[config.mk]
export PLATFORM = sky130hd
export DESIGN_NAME = spireg_msg_ctrl
export DESIGN_NICKNAME = d
export VERILOG_FILES = /design/src/rtl/spireg_pkg.sv /design/src/rtl/spireg_cmd_decode.sv /design/src/rtl/spireg_read_mux.sv /design/src/rtl/spireg_rw_bank.sv /design/src/rtl/spireg_msg_ctrl.sv
export SDC_FILE = /design/constraint.sdc
export NUM_CORES = 1
export LEC_CHECK = 0
export BUFFER_PORTS_ARGS = -buffer_cell sky130_fd_sc_hd__buf_4
export CORE_ASPECT_RATIO = 1.2
export CORE_MARGIN = 5
export CORE_UTILIZATION = 52
export CTS_CLUSTER_DIAMETER = 200
export DETAILED_ROUTE_END_ITERATION = 6
export HOLD_SLACK_MARGIN = 0.12
export MAX_ROUTING_LAYER = met4
export PLACE_DENSITY = 0.77
export SETUP_SLACK_MARGIN = 0.2
export SYNTH_ARGS = -nofsm -noshare
export SYNTH_HDL_FRONTEND = slang
export SYNTH_SLANG_ARGS = --single-unit
[constraint.sdc]
create_clock -name clk -period 3.2 [get_ports clk]
set_clock_uncertainty 0.1 [all_clocks]
set_input_delay 0.32 -clock clk [delete_from_list [all_inputs] [get_ports clk]]
set_output_delay 0.32 -clock clk [all_outputs]
set_load 0.03 [all_outputs]
[src/rtl/spireg_pkg.sv]
package spireg_pkg;

    typedef enum logic [1:0] {
        ST_IDLE      = 2'd0,
        ST_SEND_STAT = 2'd1,
        ST_SEND_WORD = 2'd2,
        ST_RECV_WORD = 2'd3
    } msg_state_e;

    typedef enum logic [1:0] {
        CMD_STATUS = 2'd0,
        CMD_READ   = 2'd1,
        CMD_WRITE  = 2'd2
    } cmd_kind_e;

    typedef enum logic [1:0] {
        RGN_RW   = 2'd0,
        RGN_RO   = 2'd1,
        RGN_NONE = 2'd2
    } region_e;

    localparam logic [7:0] STATUS_REQ = 8'h7F;
    localparam int         IDX_BITS   = 7;

endpackage

[src/rtl/spireg_cmd_decode.sv]
module spireg_cmd_decode
    import spireg_pkg::*;
#(
    parameter int NUM_RW = 4,
    parameter int NUM_RO = 4
) (
    input  logic [7:0]          cmd,
    output cmd_kind_e           kind,
    output logic [IDX_BITS-1:0] index,
    output region_e             region
);
    localparam logic [7:0] RW_END = 8'(NUM_RW);
    localparam logic [7:0] RO_END = 8'(NUM_RW + NUM_RO);

    always_comb begin
        index = cmd[IDX_BITS-1:0];
        if (cmd == STATUS_REQ) begin
            kind = CMD_STATUS;
        end else if (cmd[7]) begin
            kind = CMD_WRITE;
        end else begin
            kind = CMD_READ;
        end
        if ({1'b0, index} < RW_END) begin
            region = RGN_RW;
        end else if ({1'b0, index} < RO_END) begin
            region = RGN_RO;
        end else begin
            region = RGN_NONE;
        end
    end

endmodule

[src/rtl/spireg_read_mux.sv]
module spireg_read_mux
    import spireg_pkg::*;
#(
    parameter int          NUM_RW     = 4,
    parameter int          NUM_RO     = 4,
    parameter int          WORD_W     = 32,
    parameter logic [31:0] DEFAULT_RD = 32'hDEADBEEF
) (
    input  logic [NUM_RW*WORD_W-1:0] rw_flat,
    input  logic [NUM_RO*WORD_W-1:0] ro_flat,
    input  logic [IDX_BITS-1:0]      index,
    input  region_e                  region,
    output logic [WORD_W-1:0]        word
);
    logic [WORD_W-1:0] rw_arr [NUM_RW];
    logic [WORD_W-1:0] ro_arr [NUM_RO];

    for (genvar g = 0; g < NUM_RW; g++) begin : g_rw_unpack
        assign rw_arr[g] = rw_flat[g*WORD_W +: WORD_W];
    end
    for (genvar g = 0; g < NUM_RO; g++) begin : g_ro_unpack
        assign ro_arr[g] = ro_flat[g*WORD_W +: WORD_W];
    end

    always_comb begin
        word = WORD_W'(DEFAULT_RD);
        for (int i = 0; i < NUM_RW; i++) begin
            if (region == RGN_RW && index == IDX_BITS'(i)) begin
                word = rw_arr[i];
            end
        end
        for (int i = 0; i < NUM_RO; i++) begin
            if (region == RGN_RO && index == IDX_BITS'(NUM_RW + i)) begin
                word = ro_arr[i];
            end
        end
    end

endmodule

[src/rtl/spireg_rw_bank.sv]
module spireg_rw_bank
    import spireg_pkg::*;
#(
    parameter int NUM_RW = 4,
    parameter int WORD_W = 32
) (
    input  logic                     clk,
    input  logic                     rst_n,
    input  logic                     wr_en,
    input  logic [IDX_BITS-1:0]      wr_idx,
    input  logic [WORD_W-1:0]        wr_data,
    output logic [NUM_RW*WORD_W-1:0] regs_flat
);
    for (genvar g = 0; g < NUM_RW; g++) begin : g_word
        logic [WORD_W-1:0] q;
        always_ff @(posedge clk or negedge rst_n) begin
            if (!rst_n) begin
                q <= '0;
            end else if (wr_en && wr_idx == IDX_BITS'(g)) begin
                q <= wr_data;
            end
        end
        assign regs_flat[g*WORD_W +: WORD_W] = q;
    end

    assert_wr_in_rw_bank_R9: assert property (@(posedge clk) disable iff (!rst_n)
        wr_en |-> ({1'b0, wr_idx} < 8'(NUM_RW)));

endmodule

[src/rtl/spireg_msg_ctrl.sv]
module spireg_msg_ctrl
    import spireg_pkg::*;
#(
    parameter int          NUM_RW     = 4,
    parameter int          NUM_RO     = 4,
    parameter int          WORD_W     = 32,
    parameter logic [31:0] DEFAULT_RD = 32'hDEADBEEF
) (
    input  logic                     clk,
    input  logic                     rst_n,
    input  logic                     rx_valid,
    input  logic [7:0]               rx_byte,
    input  logic                     cs_release,
    output logic [7:0]               tx_byte,
    input  logic [NUM_RO*WORD_W-1:0] ro_regs_i,
    output logic [NUM_RW*WORD_W-1:0] rw_regs_o
);
    localparam int              NBYTES = WORD_W / 8;
    localparam int              BIDX_W = (NBYTES > 1) ? $clog2(NBYTES) : 1;
    localparam logic [BIDX_W-1:0] LAST_BYTE = BIDX_W'(NBYTES - 1);

    msg_state_e          state_q, state_d;
    logic [BIDX_W-1:0]   bidx_q, bidx_d;
    logic [WORD_W-1:0]   shadow_q, shadow_d;
    logic [IDX_BITS-1:0] tgt_idx_q, tgt_idx_d;
    region_e             tgt_rgn_q, tgt_rgn_d;
    logic                err_q, err_d;

    cmd_kind_e           dec_kind;
    logic [IDX_BITS-1:0] dec_idx;
    region_e             dec_rgn;
    logic [WORD_W-1:0]   rd_word;
    logic                accept;
    logic                last_byte;
    logic                wr_en;
    logic [WORD_W-1:0]   wr_data;

    spireg_cmd_decode #(.NUM_RW(NUM_RW), .NUM_RO(NUM_RO)) u_decode (
        .cmd    (rx_byte),
        .kind   (dec_kind),
        .index  (dec_idx),
        .region (dec_rgn)
    );

    spireg_read_mux #(
        .NUM_RW(NUM_RW), .NUM_RO(NUM_RO), .WORD_W(WORD_W), .DEFAULT_RD(DEFAULT_RD)
    ) u_rdmux (
        .rw_flat (rw_regs_o),
        .ro_flat (ro_regs_i),
        .index   (dec_idx),
        .region  (dec_rgn),
        .word    (rd_word)
    );

    spireg_rw_bank #(.NUM_RW(NUM_RW), .WORD_W(WORD_W)) u_bank (
        .clk       (clk),
        .rst_n     (rst_n),
        .wr_en     (wr_en),
        .wr_idx    (tgt_idx_q),
        .wr_data   (wr_data),
        .regs_flat (rw_regs_o)
    );

    assign accept    = rx_valid && !cs_release;
    assign last_byte = (bidx_q == '0);
    assign wr_data   = {shadow_q[WORD_W-9:0], rx_byte};

    // Next-state and datapath decisions
    always_comb begin
        state_d   = state_q;
        bidx_d    = bidx_q;
        shadow_d  = shadow_q;
        tgt_idx_d = tgt_idx_q;
        tgt_rgn_d = tgt_rgn_q;
        err_d     = err_q;
        if (cs_release) begin
            state_d = ST_IDLE;
            bidx_d  = '0;
        end else if (rx_valid) begin
            unique case (state_q)
                ST_IDLE: begin
                    unique case (dec_kind)
                        CMD_STATUS: state_d = ST_SEND_STAT;
                        CMD_READ: begin
                            state_d  = ST_SEND_WORD;
                            bidx_d   = LAST_BYTE;
                            shadow_d = rd_word;
                        end
                        CMD_WRITE: begin
                            state_d   = ST_RECV_WORD;
                            bidx_d    = LAST_BYTE;
                            tgt_idx_d = dec_idx;
                            tgt_rgn_d = dec_rgn;
                        end
                        default: state_d = ST_IDLE;
                    endcase
                end
                ST_SEND_STAT: begin
                    state_d = ST_IDLE;
                    err_d   = 1'b0;
                end
                ST_SEND_WORD: begin
                    if (last_byte) begin
                        state_d = ST_IDLE;
                    end else begin
                        bidx_d = bidx_q - 1'b1;
                    end
                end
                ST_RECV_WORD: begin
                    shadow_d = wr_data;
                    if (last_byte) begin
                        state_d = ST_IDLE;
                        if (tgt_rgn_q != RGN_RW) begin
                            err_d = 1'b1;
                        end
                    end else begin
                        bidx_d = bidx_q - 1'b1;
                    end
                end
                default: state_d = ST_IDLE;
            endcase
        end
    end

    // State register
    always_ff @(posedge clk or negedge rst_n) begin
        if (!rst_n) begin
            state_q   <= ST_IDLE;
            bidx_q    <= '0;
            shadow_q  <= '0;
            tgt_idx_q <= '0;
            tgt_rgn_q <= RGN_NONE;
            err_q     <= 1'b0;
        end else begin
            state_q   <= state_d;
            bidx_q    <= bidx_d;
            shadow_q  <= shadow_d;
            tgt_idx_q <= tgt_idx_d;
            tgt_rgn_q <= tgt_rgn_d;
            err_q     <= err_d;
        end
    end

    // Outputs
    always_comb begin
        tx_byte = 8'h00;
        wr_en   = 1'b0;
        unique case (state_q)
            ST_IDLE:      tx_byte = 8'h00;
            ST_SEND_STAT: tx_byte = {7'b0, err_q};
            ST_SEND_WORD: tx_byte = shadow_q[bidx_q*8 +: 8];
            ST_RECV_WORD: wr_en   = accept && last_byte && (tgt_rgn_q == RGN_RW);
            default:      tx_byte = 8'h00;
        endcase
    end

    assert_abort_to_idle_R10: assert property (@(posedge clk) disable iff (!rst_n)
        cs_release |=> (state_q == ST_IDLE && bidx_q == '0));

    assert_hold_without_strobe_R11: assert property (@(posedge clk) disable iff (!rst_n)
        (!rx_valid && !cs_release) |=> ($stable(state_q) && $stable(bidx_q)));

    assert_word_end_idle_R4: assert property (@(posedge clk) disable iff (!rst_n)
        (state_q == ST_SEND_WORD && accept && last_byte) |=> state_q == ST_IDLE);

    assert_read_word_frozen_R7: assert property (@(posedge clk) disable iff (!rst_n)
        (state_q == ST_SEND_WORD && !cs_release) |=> $stable(shadow_q));

    assert_bad_write_flags_R9: assert property (@(posedge clk) disable iff (!rst_n)
        (state_q == ST_RECV_WORD && accept && last_byte && tgt_rgn_q != RGN_RW) |=> err_q);

    assert_status_clears_R3: assert property (@(posedge clk) disable iff (!rst_n)
        (state_q == ST_SEND_STAT && accept) |=> (!err_q && state_q == ST_IDLE));

endmodule

==> metrics.cfg <==
[synth]
synthesis.nets=894
postSynthAreaPerCell_um2=12.4
synth_cells=749
synth_cell_types=53
muxShareOfSynthArea=0.301
yosys.area_share.simple=0.0722
synth_top_area_share=0.467
yosys_warnings=0
synth_flop_cell=dfrtp_1
synth_commonest_cells=dfrtp_1, mux2_2, nand2_1
ys_ff_latch=174
synth_xor_area_frac=0
synth_compound_area_frac=0.114
synth_area_leaders=dfrtp_1, mux2_2, mux4_2, mux2i_1, o221ai_1
synth_top_family_by_area=multiplexers
synth_seq_area_share=0.470
synth_most_common_cell=dfrtp_1
synthArstFlopShare=1.00
syn_area_um2=9280
synthAdderAreaFrac=0.00674
synth_enable_flop_cells=0
yosysTopAreaCell=dfrtp_1

[timing]
fin_ws_ps=559
worstMarginPinSlew_ps=810
min_period_ps=2640
fin_setup_tns_ps=0
slew_violations=0
hold_slack_ps=132
max_freq_mhz=379
setup_viol=0
maxSlewHeadroom=0.460
rsz0062_at_grt=false
post-route-period-util=0.825
finalHoldViolations=0

[finish]
fillers=1293
nNetsFinal=1165
postLayoutCellArea_um2=12400
area_delta_synth_final_pct=33.6
area.sequential_um2=4360
stdcell_count=1252
multi_input_area_um2=4610
utilization=0.708
drive_above_1_share=0.507

[placed_design]
dpl.hpwl_um=22500
routabilityCongestion=0.899
placement.cell_area_um2=11600
preCtsSetupSlack_ps=673
port_buffers=275
dp_cells=1205

[critical_path]
cp-end-kind=flop
rr_endpoint=u_bank.g_word[1].q[15]
reg2reg_from=bidx_q[0]
arrival_ps=2890
reg2regPathDepth=7
crit_fanout=9
crit_type=primary input to flop
cp.required_ps=3440
start_kind=primary input
rrSetupSlack_ps=650

[floorplanning]
ioPinCount=276
fp.dieW_um=132
core_area_um2=17500
die_h_um=156
initial_utilization=0.530
die-area_um2=20600
num_rows=53

[run]
maxCapViolCount=0

[clock_network]
cts_resized=0
htree_num_levels=4
clk_path_buf_depth=2
clkTransAtPathRegs_ps=70
cts_tree=yes
cts-buffers-inserted=17
numClockSinks=174
worstSkewPairLatency_ps=430
root_buffer=clkbuf_16

[global_routing]
grt_use_total=0.308
first_global_vias=8241
grt_first_pass_wirelength_um=47800
grt_max_degree=84
antenna_found_initial=1
gr-total-overflow=0

[drt]
detail_route.wl_per_cell_um=25.0
drc=0
vias=7911
dr.pass1.iters=5
routed_wl_um=31400
antenna_left=0
drt_iter0_drc=735
vias_per_cell=6.32

[power]
power.leakage_nw=6.13
vdd_drop_max_v=0.000374
powerDensity_nw_per_um2=447
totalPowerFinal_mw=5.53

[status]
outcome=completed

[min_path]
worstHoldPathType=primary input to flop
min_to=shadow_q[19]
hold_depth=3
min_from=ro_regs_i[115]

==> final cells by class <==
type,instances,area share
sequential,174,0.352
timing repair buffer,314,0.200
tap,220,0.0222
inverter,16,0.00485
multi-input combinational,497,0.372
antenna,1,0.000202
clock inverter,13,0.0150
clock buffer,17,0.0343
==> how the worst max path moves through the flow <==
stage	from	to	slack, ps	cells past startpoint
final	rx_byte[6]	shadow_q[14]	560	6
after global routing	state_q[0]	shadow_q[7]	510	7
after CTS	rx_byte[6]	shadow_q[14]	640	6
after detailed placement	bidx_q[0]	u_bank.g_word[1].q[25]	670	7
after global placement	bidx_q[0]	u_bank.g_word[1].q[24]	730	7
after floorplan	bidx_q[0]	u_bank.g_word[1].q[3]	520	8
==> cell families after synthesis <==
logic type	Yosys count
compound gates	142
fa+ha+maj	5
buf+inv	78
flops	174
mux	221
simple gates	129
==> sequential cells by signal, summed over array words and instances, names as in the netlist <==
name and flops:
shadow_q 32, state_q 2, tgt_rgn_q 2, bidx_q 2, u_bank.g_word.q 128, err_q 1, tgt_idx_q 7
==> power by group <==
part	internal, mW	switching (mW)
logic	0.402	0.400
clock network	1.30	0.881
registers	2.33	0.225
total	4.03	1.51
==> layout by cell type, fill, tap and decap left out, drive strengths merged, types with 5 or more instances in the layout <==
cell type	n
ha	5
o31ai	11
a221o	6
nor2	16
o21ai	26
buf	298
nand2b	13
o221ai	28
nor2b	5
a21oi	10
a22oi	7
clkbuf	17
mux2i	40
nand2	51
o221a	6
o22ai	10
mux4	31
dlygate4sd3	16
dfrtp	173
and3	17
nand3	6
inv	19
a31oi	15
a32o	7
mux2	150
nor3	7
==> worst max-delay path, cell delays in order <==
cell and delay (ps):
dlygate4sd3_1 550, buf_4 180, or4_1 690, a21oi_1 600, o221ai_1 300, a31oi_1 240
==> layer usage <==
metal / share of wire / track usage
met1: 0.38 / 0.381
met2: 0.51 / 0.504
met3: 0.072 / 0.0643
met4: 0.033 / 0.112
met5: 0 / -
==> timing repair <==
item	in CTS	in global routing
buffers inserted	0	0
endpoints found under the hold margin	103	0
hold buffers	16	0
No activity file was read; power rests on OpenSTA's default activity.
